==> src/rtl/bwa_pkg.sv <==
package bwa_pkg;
   localparam int WIDE_W   = 32;
   localparam int NARROW_W = 16;
   localparam int LANES    = NARROW_W / 8;

   typedef enum logic [1:0] {
      ST_IDLE = 2'd0,
      ST_HIGH = 2'd1,
      ST_CAP  = 2'd2,
      ST_ACK  = 2'd3
   } bwa_state_t;
endpackage

==> src/rtl/bwa_decode.sv <==
module bwa_decode #(
   parameter int ADDR_W    = 16,
   parameter int BASE_ADDR = 16'h0400,
   parameter int NUM_REGS  = 11,
   parameter int IDX_W     = 4
) (
   input  logic              dyn_mode,
   input  logic [ADDR_W-1:0] address,
   output logic [IDX_W-1:0]  idx_half [2],
   output logic              ok_half  [2]
);
   localparam logic [ADDR_W-1:0] BASE = ADDR_W'(BASE_ADDR);

   logic              below;
   logic [ADDR_W-1:0] offset;
   logic [ADDR_W-1:0] word;

   assign below  = address < BASE;
   assign offset = address - BASE;
   assign word   = offset >> 2;

   for (genvar h = 0; h < 2; h++) begin : g_half
      logic [ADDR_W-1:0] full_idx;
      always_comb begin
         if (dyn_mode) full_idx = (word << 1) + ADDR_W'(h);
         else          full_idx = word;
      end
      assign ok_half[h]  = !below && (full_idx < ADDR_W'(NUM_REGS));
      assign idx_half[h] = full_idx[IDX_W-1:0];
   end
endmodule

==> src/rtl/bwa_regfile.sv <==
module bwa_regfile import bwa_pkg::*; #(
   parameter int NUM_REGS = 11,
   parameter int IDX_W    = 4
) (
   input  logic                clk,
   input  logic                rst_n,
   input  logic                rd_en,
   input  logic                wr_en,
   input  logic [IDX_W-1:0]    idx,
   input  logic [NARROW_W-1:0] wr_data,
   input  logic [LANES-1:0]    wr_mask,
   output logic [NARROW_W-1:0] rd_data
);
   logic [NUM_REGS*NARROW_W-1:0] store;

   for (genvar r = 0; r < NUM_REGS; r++) begin : g_reg
      for (genvar b = 0; b < LANES; b++) begin : g_lane
         always_ff @(posedge clk or negedge rst_n) begin
            if (!rst_n)
               store[r*NARROW_W + b*8 +: 8] <= 8'h00;
            else if (wr_en && idx == IDX_W'(r) && wr_mask[b])
               store[r*NARROW_W + b*8 +: 8] <= wr_data[b*8 +: 8];
         end
      end
   end

   always_ff @(posedge clk or negedge rst_n) begin
      if (!rst_n)
         rd_data <= '0;
      else if (rd_en && int'(idx) < NUM_REGS)
         rd_data <= store[int'(idx)*NARROW_W +: NARROW_W];
   end

   // the sequencer never issues an empty write
   a_r7_mask_nonzero: assert property (@(posedge clk) disable iff (!rst_n)
      wr_en |-> (wr_mask != '0));
   // only in-range registers are touched
   a_r8_in_range: assert property (@(posedge clk) disable iff (!rst_n)
      (rd_en || wr_en) |-> (int'(idx) < NUM_REGS));
   // the bank holds its contents when no write is issued
   a_r3_hold: assert property (@(posedge clk) disable iff (!rst_n)
      !wr_en |=> $stable(store));
endmodule

==> src/rtl/bwa_seq.sv <==
module bwa_seq import bwa_pkg::*; #(
   parameter int IDX_W = 4
) (
   input  logic                clk,
   input  logic                rst_n,
   input  logic                dyn_mode,
   input  logic                m_read,
   input  logic                m_write,
   input  logic [WIDE_W-1:0]   m_writedata,
   input  logic [3:0]          m_byteenable,
   input  logic [IDX_W-1:0]    idx_half [2],
   input  logic                ok_half  [2],
   input  logic [NARROW_W-1:0] s_rdata,
   output logic                s_rd,
   output logic                s_wr,
   output logic [IDX_W-1:0]    s_idx,
   output logic [NARROW_W-1:0] s_wdata,
   output logic [LANES-1:0]    s_mask,
   output logic [WIDE_W-1:0]   m_readdata,
   output logic                m_waitrequest
);
   bwa_state_t st_q, st_d;
   logic req, issue, use_hi, half_ok, pend_q;
   logic [NARROW_W-1:0] lo_q, hi_q, got;

   assign req     = m_read || m_write;
   assign use_hi  = (st_q == ST_HIGH);
   assign issue   = (st_q == ST_IDLE && req) || use_hi;
   assign half_ok = use_hi ? ok_half[1] : ok_half[0];
   assign s_idx   = use_hi ? idx_half[1] : idx_half[0];
   assign s_mask  = use_hi ? m_byteenable[3:2] : m_byteenable[1:0];
   assign s_wdata = use_hi ? m_writedata[31:16] : m_writedata[15:0];
   assign s_rd    = issue && m_read && half_ok;
   assign s_wr    = issue && m_write && half_ok && (s_mask != '0);
   assign got     = pend_q ? s_rdata : '0;

   always_comb begin
      st_d = st_q;
      unique case (st_q)
         ST_IDLE: if (req) st_d = dyn_mode ? ST_HIGH : ST_CAP;
         ST_HIGH: st_d = ST_CAP;
         ST_CAP:  st_d = ST_ACK;
         ST_ACK:  st_d = ST_IDLE;
         default: st_d = ST_IDLE;
      endcase
   end

   always_ff @(posedge clk or negedge rst_n) begin
      if (!rst_n) begin
         st_q   <= ST_IDLE;
         pend_q <= 1'b0;
         lo_q   <= '0;
         hi_q   <= '0;
      end else begin
         st_q   <= st_d;
         pend_q <= s_rd;
         if (st_q == ST_HIGH) lo_q <= got;
         if (st_q == ST_CAP) begin
            if (dyn_mode) hi_q <= got;
            else begin
               lo_q <= got;
               hi_q <= '0;
            end
         end
      end
   end

   assign m_readdata    = {hi_q, lo_q};
   assign m_waitrequest = req && (st_q != ST_ACK);

   // a new request stalls in its first cycle
   a_r6_stall_entry: assert property (@(posedge clk) disable iff (!rst_n)
      (st_q == ST_IDLE && req) |-> m_waitrequest);
   // the mode is static for the duration of a transfer
   a_r6_mode_static: assert property (@(posedge clk) disable iff (!rst_n)
      (st_q != ST_IDLE) |-> $stable(dyn_mode));
   // the high half is only ever visited in dynamic mode
   a_r4_high_dyn: assert property (@(posedge clk) disable iff (!rst_n)
      (st_q == ST_HIGH) |-> dyn_mode);
   // the transfer completes straight after the capture cycle
   a_r6_ack_follows_cap: assert property (@(posedge clk) disable iff (!rst_n)
      (st_q == ST_CAP) |=> (st_q == ST_ACK));
endmodule

==> src/rtl/bus_width_adapter.sv <==
module bus_width_adapter import bwa_pkg::*; #(
   parameter int ADDR_W    = 16,
   parameter int BASE_ADDR = 16'h0400,
   parameter int NUM_REGS  = 11
) (
   input  logic              clk,
   input  logic              rst_n,
   input  logic              dyn_mode,
   input  logic [ADDR_W-1:0] m_address,
   input  logic              m_read,
   input  logic              m_write,
   input  logic [31:0]       m_writedata,
   input  logic [3:0]        m_byteenable,
   output logic [31:0]       m_readdata,
   output logic              m_waitrequest
);
   localparam int IDX_W = (NUM_REGS > 1) ? $clog2(NUM_REGS) : 1;

   initial begin : p_param_chk
      assert (NUM_REGS >= 2) else $error("NUM_REGS must be at least 2");
      assert (BASE_ADDR % 4 == 0) else $error("BASE_ADDR must be 4-byte aligned");
      assert (ADDR_W >= 4 && ADDR_W <= 32) else $error("ADDR_W out of range");
      assert (BASE_ADDR < (1 << ADDR_W)) else $error("BASE_ADDR exceeds ADDR_W");
   end

   logic [IDX_W-1:0]    idx_half [2];
   logic                ok_half  [2];
   logic                s_rd, s_wr;
   logic [IDX_W-1:0]    s_idx;
   logic [NARROW_W-1:0] s_wdata, s_rdata;
   logic [LANES-1:0]    s_mask;

   bwa_decode #(.ADDR_W(ADDR_W), .BASE_ADDR(BASE_ADDR), .NUM_REGS(NUM_REGS), .IDX_W(IDX_W)) i_decode (
      .dyn_mode (dyn_mode),
      .address  (m_address),
      .idx_half (idx_half),
      .ok_half  (ok_half)
   );

   bwa_seq #(.IDX_W(IDX_W)) i_seq (
      .clk           (clk),
      .rst_n         (rst_n),
      .dyn_mode      (dyn_mode),
      .m_read        (m_read),
      .m_write       (m_write),
      .m_writedata   (m_writedata),
      .m_byteenable  (m_byteenable),
      .idx_half      (idx_half),
      .ok_half       (ok_half),
      .s_rdata       (s_rdata),
      .s_rd          (s_rd),
      .s_wr          (s_wr),
      .s_idx         (s_idx),
      .s_wdata       (s_wdata),
      .s_mask        (s_mask),
      .m_readdata    (m_readdata),
      .m_waitrequest (m_waitrequest)
   );

   bwa_regfile #(.NUM_REGS(NUM_REGS), .IDX_W(IDX_W)) i_regs (
      .clk     (clk),
      .rst_n   (rst_n),
      .rd_en   (s_rd),
      .wr_en   (s_wr),
      .idx     (s_idx),
      .wr_data (s_wdata),
      .wr_mask (s_mask),
      .rd_data (s_rdata)
   );

   // the master never reads and writes at once
   a_r1_one_cmd: assert property (@(posedge clk) disable iff (!rst_n)
      !(m_read && m_write));
   // the master holds its request while stalled
   a_r1_req_held: assert property (@(posedge clk) disable iff (!rst_n)
      m_waitrequest |=> ($stable(m_address) && $stable(m_read) && $stable(m_write)));
   // native reads return a zero upper half
   a_r2_upper_zero: assert property (@(posedge clk) disable iff (!rst_n)
      (m_read && !m_waitrequest && !dyn_mode) |-> (m_readdata[31:16] == 16'h0000));
   // no stall without a request
   a_r10_idle_ready: assert property (@(posedge clk) disable iff (!rst_n)
      (!m_read && !m_write) |-> !m_waitrequest);
endmodule

==> config.mk <==
export PLATFORM = sky130hd
export DESIGN_NAME = bus_width_adapter
export DESIGN_NICKNAME = d
export VERILOG_FILES = /design/src/rtl/bwa_pkg.sv /design/src/rtl/bwa_decode.sv /design/src/rtl/bwa_regfile.sv /design/src/rtl/bwa_seq.sv /design/src/rtl/bus_width_adapter.sv
export SDC_FILE = /design/constraint.sdc
export NUM_CORES = 1
export LEC_CHECK = 0
export BUFFER_PORTS_ARGS = -buffer_cell sky130_fd_sc_hd__clkbuf_2
export CORE_MARGIN = 5
export CORE_UTILIZATION = 29
export CTS_BUF_LIST = sky130_fd_sc_hd__clkbuf_4
export CTS_CLUSTER_SIZE = 8
export DETAILED_ROUTE_END_ITERATION = 8
export SLEW_MARGIN = 0
export SYNTH_ARGS = -nofsm -noshare
export SYNTH_HDL_FRONTEND = slang
export SYNTH_HIERARCHICAL = 1
export SYNTH_SLANG_ARGS = --single-unit
==> constraint.sdc <==
create_clock -name clk -period 2.6 [get_ports clk]
set_input_delay 0.65 -clock clk [delete_from_list [all_inputs] [get_ports clk]]
set_output_delay 0.65 -clock clk [all_outputs]
set_load 0.005 [all_outputs]
==> metrics.txt, run 1 <==
# TYPE chip_impl_metric gauge
chip_impl_info{name="critical_path.startpoint_type",value="primary input"} 1
chip_impl_metric{name="cp_data_arrival_time",unit="ns"} 3.61
chip_impl_info{name="cells_traversed_along_the_worst_timing_path",value="buf_8 -> inv_8 -> ha_4 -> nor3b_4 -> a31oi_2 -> or4_4 -> a211oi_2 -> and3b_2 -> a21oi_4 -> a2111oi_4 -> or3b_1 -> buf_6 -> nor2_4 -> buf_12 -> mux2_2"} 1
chip_impl_info{name="worstSetupPathType",value="primary input to flip-flop"} 1
chip_impl_metric{name="die_width",unit="um"} 205
chip_impl_metric{name="grt_util_met1",unit="%"} 17.7
chip_impl_metric{name="cts.reportedPaths.clkPinSlew",unit="ns"} 0.07
chip_impl_metric{name="gr-usage-met2",unit="%"} 20.2
chip_impl_metric{name="p_leak",unit="nW"} 6.61
chip_impl_metric{name="critical_path_required",unit="ns"} 3.14
chip_impl_metric{name="critical_path.max_fanout",unit=""} 8
chip_impl_metric{name="cts_buffer_depth",unit=""} 3
chip_impl_metric{name="synth_seq_area_share",unit="%"} 51.7
chip_impl_metric{name="fin_cells",unit=""} 1550
chip_impl_info{name="failed_checks",value="negative setup slack"} 1
chip_impl_metric{name="cts_buffers",unit=""} 57
chip_impl_metric{name="total_power_divided_by_cell_area",unit="nW/um^2"} 610
chip_impl_metric{name="global_route.usage.met3",unit="%"} 2.09
chip_impl_metric{name="post-dp-hpwl",unit="um"} 18400
chip_impl_metric{name="clock_sink_count",unit=""} 227
chip_impl_metric{name="grt_overflow",unit=""} 0
chip_impl_metric{name="slew_headroom",unit="%"} 60.7
chip_impl_metric{name="highest_attainable_clock_frequency",unit="MHz"} 325
chip_impl_info{name="cts_tree",value="built"} 1
chip_impl_metric{name="synth_warnings",unit=""} 6
chip_impl_info{name="grt-busiest-layer",value="met2"} 1
chip_impl_metric{name="postSynthRegisterBits",unit=""} 227
chip_impl_metric{name="finalHoldViolCount",unit=""} 0
chip_impl_metric{name="utilization",unit="%"} 37.4
chip_impl_metric{name="number_of_endpoints_failing_setup_at_the_final_stage",unit=""} 176
chip_impl_metric{name="detailedRoute.firstIterationViolations",unit=""} 204
chip_impl_metric{name="vias_in_the_first_global_route",unit=""} 7608
chip_impl_metric{name="synthCells",unit=""} 827
chip_impl_metric{name="grt.total_usage",unit="%"} 12.6
chip_impl_metric{name="route.detailed.vias_per_inst",unit=""} 4.55
chip_impl_info{name="cell_at_the_root_of_the_clock_tree",value="clkbuf_4"} 1
chip_impl_metric{name="drt_pre_antenna_iters",unit=""} 4
chip_impl_metric{name="timing.reg2reg.setup_slack",unit="ns"} -0.05
chip_impl_info{name="critical-path-slowest-cell",value="or4_4"} 1
chip_impl_metric{name="worst-slew-pin-transition",unit="ns"} 0.589
chip_impl_metric{name="fp.dieH",unit="um"} 205
chip_impl_info{name="synth.largest_area_cell",value="dfrtp_1"} 1
chip_impl_metric{name="timing.final.crit_share",unit="%"} 118
chip_impl_info{name="outcome",value="finished, violations left"} 1
chip_impl_metric{name="io_buffers",unit=""} 87
chip_impl_metric{name="drt_drc_violations_left",unit=""} 0
chip_impl_metric{name="vdd.ir_drop.worst",unit="mV"} 0.257
chip_impl_metric{name="nFillCells",unit=""} 3649
chip_impl_metric{name="yosys.area.top_type_share",unit="%"} 51.7
chip_impl_info{name="synth_flop_cell",value="dfrtp_1"} 1
chip_impl_metric{name="post_synth_instance_area",unit="um^2"} 11000
chip_impl_metric{name="placed_cells_incl_taps",unit=""} 1445
chip_impl_metric{name="synth.lib_cells_used.distinct",unit=""} 49
chip_impl_metric{name="post_route_wl",unit="um"} 26900
chip_impl_metric{name="fin_crit",unit="ns"} 3.08
chip_impl_metric{name="nNetsFinal",unit=""} 1063
chip_impl_metric{name="initial_antenna_violation_count",unit=""} 1
chip_impl_metric{name="rows",unit=""} 71
chip_impl_metric{name="area_growth_syn_to_layout",unit="%"} 27.5
chip_impl_metric{name="die_area",unit="um^2"} 41900
chip_impl_metric{name="gp_congestion",unit=""} 0.734
chip_impl_metric{name="drtAntennaViolNets",unit=""} 0
chip_impl_metric{name="route.vias.total",unit=""} 7053
chip_impl_metric{name="wl_per_instance",unit="um"} 17.4
chip_impl_info{name="rsz0062_at_grt",value="yes"} 1
chip_impl_metric{name="final.setup_skew",unit="ns"} 0.0251
chip_impl_metric{name="timing_max_transition_violations_final",unit=""} 0
chip_impl_metric{name="max_cap_violations",unit=""} 0
chip_impl_metric{name="pin_count",unit=""} 90
chip_impl_metric{name="synth_enable_flop_cells",unit=""} 0
chip_impl_metric{name="floorplan_core_area",unit="um^2"} 37500
chip_impl_metric{name="grt_pass1_wl",unit="um"} 42400
chip_impl_info{name="worst_hold_path_type",value="primary input to flip-flop"} 1
chip_impl_metric{name="timing.final.ws_setup",unit="ns"} -0.476
chip_impl_metric{name="cpPeakStageDelay",unit="ns"} 0.51
chip_impl_metric{name="post_route_cells_drive_above_1_share",unit="%"} 53.3
chip_impl_metric{name="synth_area_per_cell",unit="um^2"} 13.3
chip_impl_info{name="worstSetupEndpointType",value="flip-flop"} 1
chip_impl_info{name="post_synth_main_area_contributors",value="dfrtp_1, mux2_2, mux4_2, mux2i_1, nand2_1"} 1
chip_impl_metric{name="clk-insertion-delay-late",unit="ns"} 0.66
chip_impl_metric{name="syn-num-nets",unit=""} 890
chip_impl_metric{name="cts_max_level",unit=""} 2
chip_impl_metric{name="initial_utilization",unit="%"} 29.3
chip_impl_metric{name="pin_count_of_the_biggest_net_entering_global_routing",unit=""} 65
chip_impl_metric{name="ys_async_sr_fraction",unit="%"} 100
layer usage:
layer	share of wire, %	vias up
li1	-	3305
met5	0	-
met1	48	3581
met4	1.5	0
met3	4.4	31
met2	46	136
cells in the final DEF, fill, tap and decap left out, drive strengths merged, types with 2 or more instances in the layout:
| master | n |
|---|---|
| dfrtp | 227 |
| mux2 | 200 |
| clkbuf | 173 |
| buf | 85 |
| nand2 | 67 |
| mux2i | 49 |
| inv | 42 |
| nor2 | 36 |
| mux4 | 32 |
| o21ai | 20 |
| or2 | 19 |
| a31oi | 18 |
| o2bb2ai | 16 |
| clkinv | 8 |
| ha | 6 |
| nor2b | 5 |
| nor3b | 5 |
| nor3 | 3 |
| a21oi | 3 |
| nor4b | 2 |
| and3b | 2 |
| nand3 | 2 |
| and3 | 2 |
through the flow:
step / power (mW) / setup slack (ns) / hold WS (ns) / instance area [um^2] / TNS (ns)
floorplan: 4.89 / -0.980 / 0.354 / 11300 / -154.51
finish: 8.54 / -0.476 / 0.381 / 14000 / -63.79
detailed placement: 5.57 / -1.39 / 0.491 / 12800 / -235.13
CTS: 8.67 / -0.427 / 0.325 / 13700 / -55.30
global placement: 5.56 / -1.37 / 0.482 / 12800 / -232.93
global route: 9.00 / -0.529 / 0.364 / 14000 / -73.24
power breakdown:
group,internal (mW),switching [mW]
Sequential,3.55,0.0180
Combinational,0.768,1.20
Clock,1.62,1.38
worst max-delay path, delay by kind of cell:
kind / cells / cell delay (ns)
AO/OA/AOI/OAI: 4 / 0.53
adder cells (fa/ha/maj): 1 / 0.25
buffers and inverters: 4 / 0.42
multiplexers: 1 / 0.32
AND/OR/NAND/NOR: 5 / 1.43
path summary, 6_finish.rpt:
| path | start | end | depth (start not counted) |
|---|---|---|---|
| hold reg to reg | i_regs/store[23] | i_regs/store[23] | 1 |
| hold / removal | m_read | i_seq/st_q[0] | 4 |
| max in group asynchronous | rst_n | i_regs/store[172] | 3 |
| min in group asynchronous | rst_n | i_seq/hi_q[14] | 2 |
| setup / recovery | m_address[11] | i_regs/store[129] | 15 |
| setup reg to reg | i_seq/st_q[0] | i_regs/store[152] | 8 |
cells in the mapped netlist (2+ instances only):
master and count:
dfrtp_1 227, mux2_2 200, nand2_1 65, mux2i_1 49, inv_1 42, mux4_2 32
clkbuf_1 28, nor2_1 22, o21ai_0 19, or2_2 18, a31oi_1 17, o2bb2ai_1 16
buf_2 11, buf_4 8, nor2_2 8, buf_6 6, ha_1 6, nor2_4 6
nor2b_1 5, nor3b_1 4, nor3_1 3, a21oi_1 2, and3_1 2, and3b_1 2
buf_1 2, buf_12 2, nand2_2 2, nor4b_4 2
state kept, by name, indices dropped and copies added, names as in the netlist:
signal          count
i_regs/store      176
i_seq/pend_q        1
i_seq/st_q          2
i_regs/rd_data     16
i_seq/hi_q         16
i_seq/lo_q         16
what timing repair did:
| action | 4_1_cts | 5_1_grt |
|---|---|---|
| cloned | 0 | 1 |
| hold buffers | 1 | 0 |
| hold endpoints to repair | 59 | 0 |
| pin swaps | 13 | 4 |
| buffers inserted | 3 | 2 |
| resized for setup | 31 | 67 |
| endpoints found under the setup margin | 176 | 182 |
logic make-up after synthesis:
family | synth area share [%]
muxes | 31.5
DFF | 51.7
and+or+nand+nor | 7.37
buffers and inverters | 4.49
AOI/OAI and AO/OA | 4.07
adders and majority gates | 0.683
xor gates and xnor gates | 0.159
layout make-up:
cell class                      instances  area (um^2)  share of cell area, %
Multi-Input combinational cell        501         5390                   38.5
Inverter                               42          170                   1.21
Timing Repair Buffer                  171         1400                   10.0
Sequential cell                       227         5680                   40.6
Tap cell                              511          639                   4.56
Antenna cell                            1         2.50                 0.0179
Clock buffer                           88          661                   4.72
Clock inverter                          9         61.3                  0.438
Note: power is estimated with default switching activity, not from simulation.
==> run 2: changes to the inputs <==
Settings changed: CORE_UTILIZATION 29 to 56, MAX_ROUTING_LAYER set to met4, PLACE_DENSITY set to 0.78.
==> run 2 against run 1 <==
The flow still finishes with violations (negative setup slack). First-iteration DRC count is 95% higher. Die area decreased by 46%. Sequential share of layout area up 0.84 points. Non-clock buffer count up 5. Utilization increased by 33 points. Critical endpoint is now i_regs/store[53]. Register-to-register slack about the same. Fmax grew 0.51%. Total power shrank 1.8%. Critical path depth is the same. Setup slack improved by 0.016 ns. Clock power decreased by 5%.
==> metrics.txt, run 2 (synthesis results as in run 1) <==
# TYPE chip_impl_metric gauge
chip_impl_info{name="outcome",value="finished, violations left"} 1
chip_impl_info{name="failed_checks",value="negative setup slack"} 1
chip_impl_metric{name="power_switching",unit="mW"} 2.56
chip_impl_info{name="critical_path.startpoint_type",value="primary input"} 1
chip_impl_metric{name="post_route_wl",unit="um"} 25600
chip_impl_metric{name="timing_max_transition_violations_final",unit=""} 0
chip_impl_metric{name="max_cap_violations",unit=""} 0
chip_impl_metric{name="number_of_endpoints_failing_setup_at_the_final_stage",unit=""} 176
chip_impl_metric{name="total_power_divided_by_cell_area",unit="nW/um^2"} 612
chip_impl_info{name="cts_tree",value="built"} 1
chip_impl_metric{name="internal-power",unit="mW"} 5.83
chip_impl_info{name="layout.cells.most_common",value="dfrtp_1"} 1
chip_impl_info{name="worstSetupPathType",value="primary input to flip-flop"} 1
chip_impl_info{name="final_cell_mix",value="dfrtp_1, mux2_4, clkbuf_2, mux2_2, clkbuf_4"} 1
chip_impl_metric{name="utilization",unit="%"} 70.8
chip_impl_metric{name="drt_pre_antenna_iters",unit=""} 4
chip_impl_metric{name="timing.final.ws_setup",unit="ns"} -0.461
chip_impl_metric{name="rows",unit=""} 51
chip_impl_metric{name="detailedPlace.worstSlack",unit="ns"} -1.34
chip_impl_metric{name="cts_buffers",unit=""} 55
chip_impl_metric{name="drtAntennaViolNets",unit=""} 0
chip_impl_metric{name="power.share.switching",unit="%"} 30.5
chip_impl_metric{name="drt_drc_violations_left",unit=""} 0
chip_impl_metric{name="pin_count",unit=""} 90
chip_impl_metric{name="timing.final.crit_share",unit="%"} 118
chip_impl_info{name="largest-register",value="i_regs/store"} 1
chip_impl_metric{name="grt_pass1_wl",unit="um"} 41800
chip_impl_metric{name="fin_crit",unit="ns"} 3.06
chip_impl_metric{name="worst-slew-pin-transition",unit="ns"} 0.589
chip_impl_metric{name="p_leak",unit="nW"} 6.60
chip_impl_metric{name="final.setup_skew",unit="ns"} 0.0300
chip_impl_metric{name="power.share.clock",unit="%"} 33.9
chip_impl_metric{name="vdd.ir_drop.worst",unit="mV"} 0.307
chip_impl_metric{name="grt_overflow",unit=""} 0
chip_impl_metric{name="clock_sink_count",unit=""} 227
chip_impl_info{name="worstSetupEndpointType",value="flip-flop"} 1
chip_impl_metric{name="initial_utilization",unit="%"} 56.6
chip_impl_metric{name="floorplan_core_area",unit="um^2"} 19400
chip_impl_metric{name="post_route_cells_drive_above_1_share",unit="%"} 53.1
chip_impl_metric{name="area_growth_syn_to_layout",unit="%"} 24.9
chip_impl_metric{name="gp_congestion",unit=""} 0.844
chip_impl_metric{name="pin_count_of_the_biggest_net_entering_global_routing",unit=""} 76
chip_impl_metric{name="critical_path.max_fanout",unit=""} 4
chip_impl_metric{name="cts_max_level",unit=""} 2
chip_impl_info{name="cell_at_the_root_of_the_clock_tree",value="clkbuf_4"} 1
chip_impl_metric{name="cts_buffer_depth",unit=""} 3
chip_impl_metric{name="die_area",unit="um^2"} 22500
chip_impl_info{name="worst_hold_path_type",value="primary input to flip-flop"} 1
chip_impl_metric{name="io_buffers",unit=""} 87
chip_impl_info{name="rsz0062_at_grt",value="yes"} 1
chip_impl_metric{name="wl_per_instance",unit="um"} 19.6
chip_impl_metric{name="proportion_of_power_drawn_by_flip_flops_and_latches",unit="%"} 42.6
chip_impl_metric{name="power.combinational.fraction",unit="%"} 23.5
chip_impl_metric{name="cp_data_arrival_time",unit="ns"} 3.59
chip_impl_metric{name="route.vias.total",unit=""} 7219
chip_impl_metric{name="flip_flop_count_of_the_largest_register_after_layout",unit=""} 176
chip_impl_metric{name="route.detailed.vias_per_inst",unit=""} 5.53
chip_impl_metric{name="post-dp-hpwl",unit="um"} 16600
chip_impl_metric{name="grt.total_usage",unit="%"} 24.3
chip_impl_metric{name="highest_attainable_clock_frequency",unit="MHz"} 327
chip_impl_metric{name="cts.reportedPaths.clkPinSlew",unit="ns"} 0.07
chip_impl_metric{name="finalHoldViolCount",unit=""} 0
chip_impl_metric{name="fp.dieH",unit="um"} 150
chip_impl_metric{name="critical_path_required",unit="ns"} 3.13
chip_impl_metric{name="initial_antenna_violation_count",unit=""} 1
chip_impl_metric{name="vias_in_the_first_global_route",unit=""} 7866
chip_impl_metric{name="die_width",unit="um"} 150
chip_impl_metric{name="slew_headroom",unit="%"} 60.7
chip_impl_metric{name="nNetsFinal",unit=""} 1066
chip_impl_metric{name="detailedRoute.firstIterationViolations",unit=""} 397
chip_impl_metric{name="clk-insertion-delay-late",unit="ns"} 0.68
run 2: power by group through the flow:
| stage | registers (mW) | logic (mW) | clock network [mW] |
|---|---|---|---|
| floorplan | 3.64 | 1.25 | 0 |
| finish | 3.57 | 1.98 | 2.85 |
| global route | 3.57 | 2.12 | 3.12 |
| global placement | 3.63 | 1.82 | 0 |
| CTS | 3.57 | 1.91 | 2.91 |
| detailed placement | 3.63 | 1.84 | 0 |
run 2: timing repair:
| item | in CTS | in global routing |
|---|---|---|
| resized for setup | 111 | 8 |
| pin swaps | 23 | 10 |
| setup buffers | 9 | 2 |
| endpoints found under the setup margin | 183 | 185 |
| hold buffers | 1 | 0 |
| endpoints found under the hold margin | 67 | 0 |
run 2: critical path: stages:
cell and delay (ns):
clkbuf_8 0.12, inv_6 0.03, ha_4 0.25, and3b_1 0.14
a31oi_1 0.04, or4_4 0.53, a211oi_2 0.14, and3b_1 0.19
a21oi_2 0.06, a2111oi_4 0.27, buf_4 0.21, nand3_4 0.12
nor4b_4 0.33, buf_4 0.20, mux2_4 0.30
run 2: path summary, 6_finish.rpt:
| path | start | end | slack (ns) | cells past startpoint |
|---|---|---|---|---|
| worst max-delay path | m_address[10] | i_regs/store[53] | -0.46 | 15 |
| worst min-delay path | m_read | i_seq/st_q[1] | 0.38 | 4 |
| worst max register to register | i_seq/st_q[0] | i_regs/store[112] | -0.04 | 8 |
| worst min register to register | i_regs/store[124] | i_regs/store[124] | 0.50 | 1 |
| max in group asynchronous | rst_n | i_regs/store[78] | 1.37 | 3 |
| min in group asynchronous | rst_n | i_regs/store[34] | 0.55 | 2 |
run 2: final cells by class:
cell class              count  area [um^2]
diodes                      1         2.50
clock buffers              79          593
clock inverters            14         78.8
fillers                  1281         5670
inverters                  42          170
multi-input cells         501         5440
flip-flops and latches    227         5680
well taps                 265          332
repair buffers            176         1430
run 2: routing by layer:
metal | vias to the layer above | track usage (%) | wire length [um] | part of all wire, %
li1 | 3295 | - | - | -
met1 | 3682 | 32.2 | 11100 | 43
met2 | 194 | 38.5 | 12500 | 49
met3 | 48 | 4.36 | 1380 | 5.4
met4 | 0 | 8.19 | 581 | 2.3
met5 | - | - | 0 | 0
run 2: metrics by stage:
step	TNS, ns	total power [mW]	hold WS [ns]	std cells	area, um^2
2_1_floorplan	-154.51	4.89	0.354	827	11300
3_3_place_gp	-221.17	5.45	0.483	1199	12400
3_5_place_dp	-228.10	5.48	0.491	1199	12400
4_1_cts	-57.24	8.39	0.344	1302	13700
5_1_grt	-80.27	8.80	0.358	1305	13700
6_report	-67.49	8.39	0.385	1305	13700
